[config.mk]
export PLATFORM = sky130hd
export DESIGN_NAME = cmd_packet_decoder
export DESIGN_NICKNAME = d
export VERILOG_FILES = /design/src/rtl/cmd_packet_decoder.sv
export SDC_FILE = /design/constraint.sdc
export NUM_CORES = 1
export LEC_CHECK = 0
export BUFFER_PORTS_ARGS = -buffer_cell sky130_fd_sc_hd__buf_2
export CORE_AREA = 2 2 186 188
export DETAILED_ROUTE_END_ITERATION = 16
export DIE_AREA = 0 0 188 190
export PLACE_DENSITY = 0.57
export SLEW_MARGIN = 25
export SYNTH_ARGS = -nofsm -noshare
export SYNTH_HDL_FRONTEND = slang
export SYNTH_SLANG_ARGS = --single-unit
[constraint.sdc]
create_clock -name clk -period 3.1 [get_ports clk]
set_input_delay 0.155 -clock clk [delete_from_list [all_inputs] [get_ports clk]]
set_output_delay 0.155 -clock clk [all_outputs]
set_load 0.05 [all_outputs]
[src/rtl/cmd_packet_decoder.sv]
module cmd_packet_decoder #(
  parameter int REG_COUNT = 8192,
  parameter int IDX_W     = 16,
  parameter int CNT_W     = 14,
  parameter logic [7:0] OPC_NOP  = 8'h10,
  parameter logic [7:0] OPC_IB   = 8'h3F,
  parameter logic [7:0] OPC_INV  = 8'h3B,
  parameter logic [7:0] OPC_DRAW = 8'h36
) (
  input  logic             clk,
  input  logic             rst_n,
  input  logic             word_valid,
  input  logic [31:0]      word_data,
  output logic             reg_we,
  output logic [IDX_W-1:0] reg_idx,
  output logic [31:0]      reg_wdata,
  output logic             ib_req,
  output logic [31:0]      ib_addr,
  output logic [31:0]      ib_len,
  output logic             inv_pulse,
  output logic [31:0]      inv_mask,
  output logic             draw_pulse,
  output logic [15:0]      draw_count,
  output logic             unk_op
);

  typedef enum logic [1:0] {M_IDLE, M_BURST, M_PAIR, M_OPC} mode_t;

  localparam logic [IDX_W:0] REG_LIM = (IDX_W+1)'(REG_COUNT);
  localparam logic [CNT_W:0] ONE     = (CNT_W+1)'(1);

  mode_t          mode;
  logic [CNT_W:0] left, pos;
  logic [IDX_W:0] burst_idx;
  logic [10:0]    pair_a, pair_b;
  logic [7:0]     opc;
  logic [31:0]    first_word;
  logic [31:0]    cmd;
  logic [10:0]    pair_sel;
  logic [IDX_W:0] pair_ext;

  assign cmd      = {word_data[7:0], word_data[15:8], word_data[23:16], word_data[31:24]};
  assign pair_sel = (pos == '0) ? pair_a : pair_b;
  assign pair_ext = (IDX_W+1)'(pair_sel);

  function automatic logic op_known(input logic [7:0] o);
    case (o)
      OPC_NOP, OPC_IB, OPC_INV, OPC_DRAW,
      8'h21, 8'h22, 8'h27, 8'h2B, 8'h3C, 8'h45, 8'h46, 8'h48, 8'h58: op_known = 1'b1;
      default: op_known = 1'b0;
    endcase
  endfunction

  always_ff @(posedge clk or negedge rst_n) begin
    if (!rst_n) begin
      mode       <= M_IDLE;
      left       <= '0;
      pos        <= '0;
      burst_idx  <= '0;
      pair_a     <= '0;
      pair_b     <= '0;
      opc        <= '0;
      first_word <= '0;
      reg_we     <= 1'b0;
      reg_idx    <= '0;
      reg_wdata  <= '0;
      ib_req     <= 1'b0;
      ib_addr    <= '0;
      ib_len     <= '0;
      inv_pulse  <= 1'b0;
      inv_mask   <= '0;
      draw_pulse <= 1'b0;
      draw_count <= '0;
      unk_op     <= 1'b0;
    end else begin
      reg_we     <= 1'b0;
      ib_req     <= 1'b0;
      inv_pulse  <= 1'b0;
      draw_pulse <= 1'b0;
      if (word_valid) begin
        if (mode == M_IDLE) begin
          pos <= '0;
          case (cmd[31:30])
            2'd0: begin
              mode      <= M_BURST;
              left      <= {1'b0, cmd[29:16]} + ONE;
              burst_idx <= {1'b0, cmd[15:0]};
            end
            2'd1: begin
              mode   <= M_PAIR;
              left   <= (CNT_W+1)'(2);
              pair_a <= cmd[10:0];
              pair_b <= cmd[21:11];
            end
            2'd3: begin
              mode <= M_OPC;
              left <= {1'b0, cmd[29:16]} + ONE;
              opc  <= cmd[15:8];
              if (!op_known(cmd[15:8])) unk_op <= 1'b1;
            end
            default: ;
          endcase
        end else begin
          left <= left - ONE;
          pos  <= pos + ONE;
          if (left == ONE) mode <= M_IDLE;
          case (mode)
            M_BURST: begin
              reg_idx   <= burst_idx[IDX_W-1:0];
              reg_wdata <= cmd;
              reg_we    <= burst_idx < REG_LIM;
              burst_idx <= burst_idx + 1'b1;
            end
            M_PAIR: begin
              reg_idx   <= pair_ext[IDX_W-1:0];
              reg_wdata <= cmd;
              reg_we    <= pair_ext < REG_LIM;
            end
            M_OPC: begin
              if (pos == '0) begin
                first_word <= cmd;
                if (opc == OPC_INV) begin
                  inv_mask  <= cmd;
                  inv_pulse <= 1'b1;
                end
                if (opc == OPC_DRAW) begin
                  draw_count <= cmd[31:16];
                  draw_pulse <= 1'b1;
                end
              end
              if (pos == ONE && opc == OPC_IB) begin
                ib_addr <= first_word;
                ib_len  <= cmd;
                ib_req  <= 1'b1;
              end
            end
            default: ;
          endcase
        end
      end
    end
  end


  one_effect_chk: assert property (@(posedge clk) disable iff (!rst_n)
    $onehot0({reg_we, ib_req, inv_pulse, draw_pulse}));


  idle_quiet_chk: assert property (@(posedge clk) disable iff (!rst_n)
    !$past(word_valid) |-> !(reg_we || ib_req || inv_pulse || draw_pulse));


  idx_bound_chk: assert property (@(posedge clk) disable iff (!rst_n)
    reg_we |-> ({1'b0, reg_idx} < REG_LIM));


  unk_sticky_chk: assert property (@(posedge clk) disable iff (!rst_n)
    unk_op |=> unk_op);


  ib_single_chk: assert property (@(posedge clk) disable iff (!rst_n)
    ib_req |=> !ib_req);


  inv_single_chk: assert property (@(posedge clk) disable iff (!rst_n)
    inv_pulse |=> !inv_pulse);

endmodule

; After elaboration in Yosys (flattened, before gate mapping)
; Index checks and enable logic that the tools add are counted.
[word_totals]
reg_bits = 276
word_cells = 107
[op_classes]
n_addsub = 4
order_cmp = 2
eq_ne = 26
mux = 32
bitwise_logic = 2
n_reduce_logical = 22
[op_table]
columns = op, count
row1 = $eq A8 B6 Y1 const B, 11
row2 = $mux W17, 3
row3 = $eq A8 B7 Y1 const B, 4
row4 = $pmux W16 S2, 1
row5 = $eq A15 B1 Y1 const B, 2
row6 = $mux W15, 2
row7 = $pmux W15 S2, 1
row8 = $mux W1, 20
row9 = $reduce_and A3 Y1, 6
row10 = $add A17 B1 Y17 const B, 1
row11 = $lt A17 B14 Y1 const B, 1
row12 = $add A14 B1 Y15 const B, 1
row13 = $add A15 B1 Y15 const B, 1
row14 = $logic_not A15 Y1, 1
row15 = $sub A15 B1 Y15 const B, 1
row16 = $lt A11 B14 Y1 const B, 1
row17 = $reduce_or A13 Y1, 1
row18 = $reduce_and A4 Y1, 3
row19 = $mux W11, 1
row20 = $reduce_and A5 Y1, 2
row21 = $eq A8 B5 Y1 const B, 1
row22 = $eq A2 B2 Y1 const B, 3
row23 = $pmux W2 S3, 1
row24 = $reduce_bool A2 Y1, 3
row25 = other kinds (11), 16

; Logic depth before layout (Yosys ltp)
[logic_depth]
word_depth = 8
ltp_mapped = 9
ltp_nobuf = 6

; Worst setup path after synthesis
; No wires, ideal clock.
[synth_path]
path_type = reg2reg
startpoint = reg mode[0]
endpoint = reg ib_len[13]
setup_time_ns = 0.125
arrival_time_ns = 2.714
setup_slack_ns = 0.261
stages_incl_launch_ff = 10
synth_period_minus_slack_ns = 2.839
path_cell_list = dfrtp_1 -> inv_1 -> ha_1 -> buf_6 -> nand3b_4 -> or4_1 -> buf_2 -> nor4_4 -> buf_6 -> mux2_2
[synth_between]
elab_chain_len = 3
elab_cells_between_ends = 4
classes_between = eq/ne: 1 / bitwise: 1 / reduce/logical: 2
[synth_rtl]
columns = item, line
row1 = from (decl), 32  ; mode_t mode;
row2 = from (signal assigned), 56  ; mode <= M_IDLE;
row3 = from (signal assigned), 85  ; mode <= M_BURST;
row4 = from (signal assigned), 90  ; mode <= M_PAIR;
row5 = $logic_not A2 Y1, 81  ; if (mode == M_IDLE) begin
row6 = $not A1 Y1 (no source line), n/a
row7 = $reduce_and A4 Y1 (no source line) (*), n/a
row8 = to (signal assigned), 133  ; ib_len <= cmd;
row9 = to (decl), 19  ; output logic [31:0] ib_len,
; Mark *: on every way between the ends. The rest lies on a longest branch, timed or not.
; A chain may end at the register's enable or synchronous reset.

; Final worst setup path
[layout_path]
startpoint = reg mode[0]
endpoint = reg ib_len[10]
; The elaborated chain is that of the path after synthesis.

==> metrics.txt <==
post-synthesis compound-gate area fraction 0.0804; vias 8,773; Post-Syn Area per Cell 12.3 sq um; slowest CP cell or4_1; number of synthesized flops with an enable pin 0; DRT antenna net count 0; main combinational cell family by area after synthesis multiplexers; WL final 32,000 um; Hold Slack 8.91 ps; GP Congestion 0.783; HPWL after DPL 21,200 um; Syn Inst Count 1,005; fmax 350 MHz; endpoints failing setup 0; clock buffer depth 3; maximum VDD drop 0.547 mV; Synth async-reset ratio 1.00; Die Width 188 um; gr usage total 0.178; Gate power share 0.253; worst rel slew slack 0.406; most numerous cell in the Yosys netlist dfrtp_1; Setup Buffers After CTS 0; dpl ws 249 ps; Final Cell Area 0.0152 sq mm; Arrival @ worst endpoint 3290 ps; worst-margin pin slew 884 ps; final hold vios 0; CP Capture Type flip-flop; DRC 0; Hold WC Path Type in -> reg; Rows 68; outcome completed; # diodes 0; WS Path Type reg -> reg; Leakage Power 7.60 nW; total placed instance area 0.0139 sq mm; number of I/O pins 200; Critical Path RT 3530 ps; Multi-input gate area 0.00506 sq mm; pins over their slew limit 0; Final Worst Setup Slack 246 ps; Period minus WS final 2850 ps; Ys Warns 0; Final TNS setup 0 ps; max incr delay on CP 660 ps; vias per cell 5.19; CTS tree done; fin crit share 0.921; Post-CTS Resized 0; type of origin of the critical path flip-flop; clock-pin slew on the worst setup and hold paths 60 ps; switching part of the total 0.341; Synth top area share 0.558; DR pass1 iterations 4; CTS H-tree depth 1; DR WL/cell 19.0 um; top cells by area, synth dfrtp_1 56%, mux2_2 17%, o21ai_0 1.9%; adder-cell share of the synthesized area 0.0152; largest net degree at the start of global routing 90; die area 0.0357 sq mm; CP max FO 64; later-pin clock latency in the skew report 550 ps; synthesis-to-layout area growth 22.5%; Post-Synth XOR/XNOR Area 0.00991; Main synth FF type dfrtp_1; post-synth top area cell dfrtp_1; initial core utilization 0.365; fraction of synthesized area in multiplexers 0.199; Final Net Count 1,260; total CTS buffers 31; pwr dens 737 mW/mm^2; antenna violations before repair 1; RSZ-0062 raised after global routing false; Max Clock Skew 12.3 ps; flop-to-flop setup slack 250 ps; Commonest cells post-synth 276 x dfrtp_1, 188 x mux2_2, 46 x o21ai_0; Chip Height 190 um; CTS sink cnt 276; FF+latch area 0.00691 sq mm; Core Region 0.0339 sq mm; CTS root buf clkbuf_16; vias in the first global route 8,673; number of I/O port buffers 199; post-layout util 0.446; post-synthesis register bit count 276; Cell Chain, Critical Path inv_1 > ha_1 > nand3b_4 > or4_1 > nor4_4 > buf_12 > mux2_2; share of layout cells above drive strength 1 0.386; register area share after synthesis 0.558; Sw Pwr 0.00381 W; clock share of power 0.349; fill cell count 3,194; max-cap violations 0; Synth Cell Area 0.0124 sq mm; DRT iter0 DRCs 512; Post-Synth Simple-Gate Area 0.103; grt ovf 0; Netlist cell types 58; sequential share of power 0.398; first-pass GRT wire length 50,500 um; Syn Nets 1,055; internal power 0.00736 W
==> through the flow <==
| step | total power [W] | cells |
|---|---|---|
| 2_1_floorplan | 0.00652 | 1005 |
| 3_3_place_gp | 0.00727 | 1615 |
| 3_5_place_dp | 0.00734 | 1615 |
| 4_1_cts | 0.0113 | 1689 |
| 5_1_grt | 0.0117 | 1689 |
| 6_report | 0.0112 | 1689 |
==> logic make-up after synthesis <==
family          count (synthesis)
compound gates                156
xor+xnor                       14
fa+ha+maj                      15
buf+inv                        97
flops                         276
mux                           221
simple gates                  226
==> power by group through the flow <==
stage | sequential (W) | combinational (W) | clock [W]
floorplan | 0.00527 | 0.00125 | 0
global placement | 0.00448 | 0.00279 | 0
detailed placement | 0.00451 | 0.00283 | 0
CTS | 0.00445 | 0.00285 | 0.00399
global route | 0.00452 | 0.00307 | 0.00415
finish | 0.00445 | 0.00283 | 0.00390
==> path summary, 6_finish.rpt <==
check,from,endpoint,cells past startpoint
max,mode[0]$_DFFE_PN0P_,ib_len[10]$_DFFE_PN0P_,7
min,word_data[30],burst_idx[6]$_DFFE_PN0P_,3
max reg2reg,mode[0]$_DFFE_PN0P_,ib_len[10]$_DFFE_PN0P_,7
min reg2reg,reg_idx[11]$_DFFE_PN0P_,reg_idx[11]$_DFFE_PN0P_,2
max in group asynchronous,rst_n,inv_mask[31]$_DFFE_PN0P_,3
min in group asynchronous,rst_n,inv_mask[6]$_DFFE_PN0P_,2
==> metal layers <==
layer  up-vias  GRT usage  routed length [um]  part of all wire
li1       4069          -                   -                 -
met1      4474      0.244               14500              0.45
met2       185      0.292               15300              0.48
met3        43     0.0356                1660             0.052
met4         2     0.0385                 547             0.017
met5         -          0                  13           0.00041
==> state kept, by name, summed over array words and instances, names as in the netlist, 2 cells and up <==
register	cells
ib_len	32
reg_wdata	32
pos	15
ib_addr	32
opc	8
pair_a	11
pair_b	11
draw_count	16
burst_idx	17
inv_mask	32
left	15
reg_idx	16
first_word	32
mode	2
==> critical path: cells and delay by family, from the launching register on <==
kind / cells / cell delay [ps]
adder cells (fa/ha/maj): 1 / 210
buffers and inverters: 2 / 470
AND/OR/NAND/NOR: 3 / 1220
multiplexers: 1 / 380
flip-flops: 1 / 400
==> placed cells by master (no fill, tap or decap), drive strengths merged, types with 4 or more instances in the layout <==
cell and n:
and3 10, nand3b 4, o211ai 10, a311o 5, nor3b 14, nor2 25, a21o 4, mux2i 21
buf 222, xor2 4, xnor2 10, nor3 21, dlygate4sd3 17, o311ai 4, a31oi 9, nand2b 11
clkinv 10, a21oi 32, o21a 5, bufinv 5, mux2 200, nor4b 5, inv 31, or4 4
o21ai 46, dfrtp 276, and4 5, nand3 34, nand2 45, o22ai 18, and2 5, nor2b 7
o22a 5, nand4 15, clkbuf 39, ha 15, nor4 16
==> layout make-up <==
class / instances / share of cell area
flip-flops and latches: 276 / 0.456
multi-input cells: 632 / 0.334
repair buffers: 239 / 0.0931
clock buffers: 39 / 0.0571
well taps: 455 / 0.0376
clock inverters: 18 / 0.0152
inverters: 30 / 0.00743
==> repair_timing <==
| item | in CTS | in global routing |
|---|---|---|
| hold buffers | 17 | 0 |
| setup endpoints to repair | 0 | 0 |
| hold endpoints to repair | 150 | 0 |
Power figures use the tool's default switching activity.
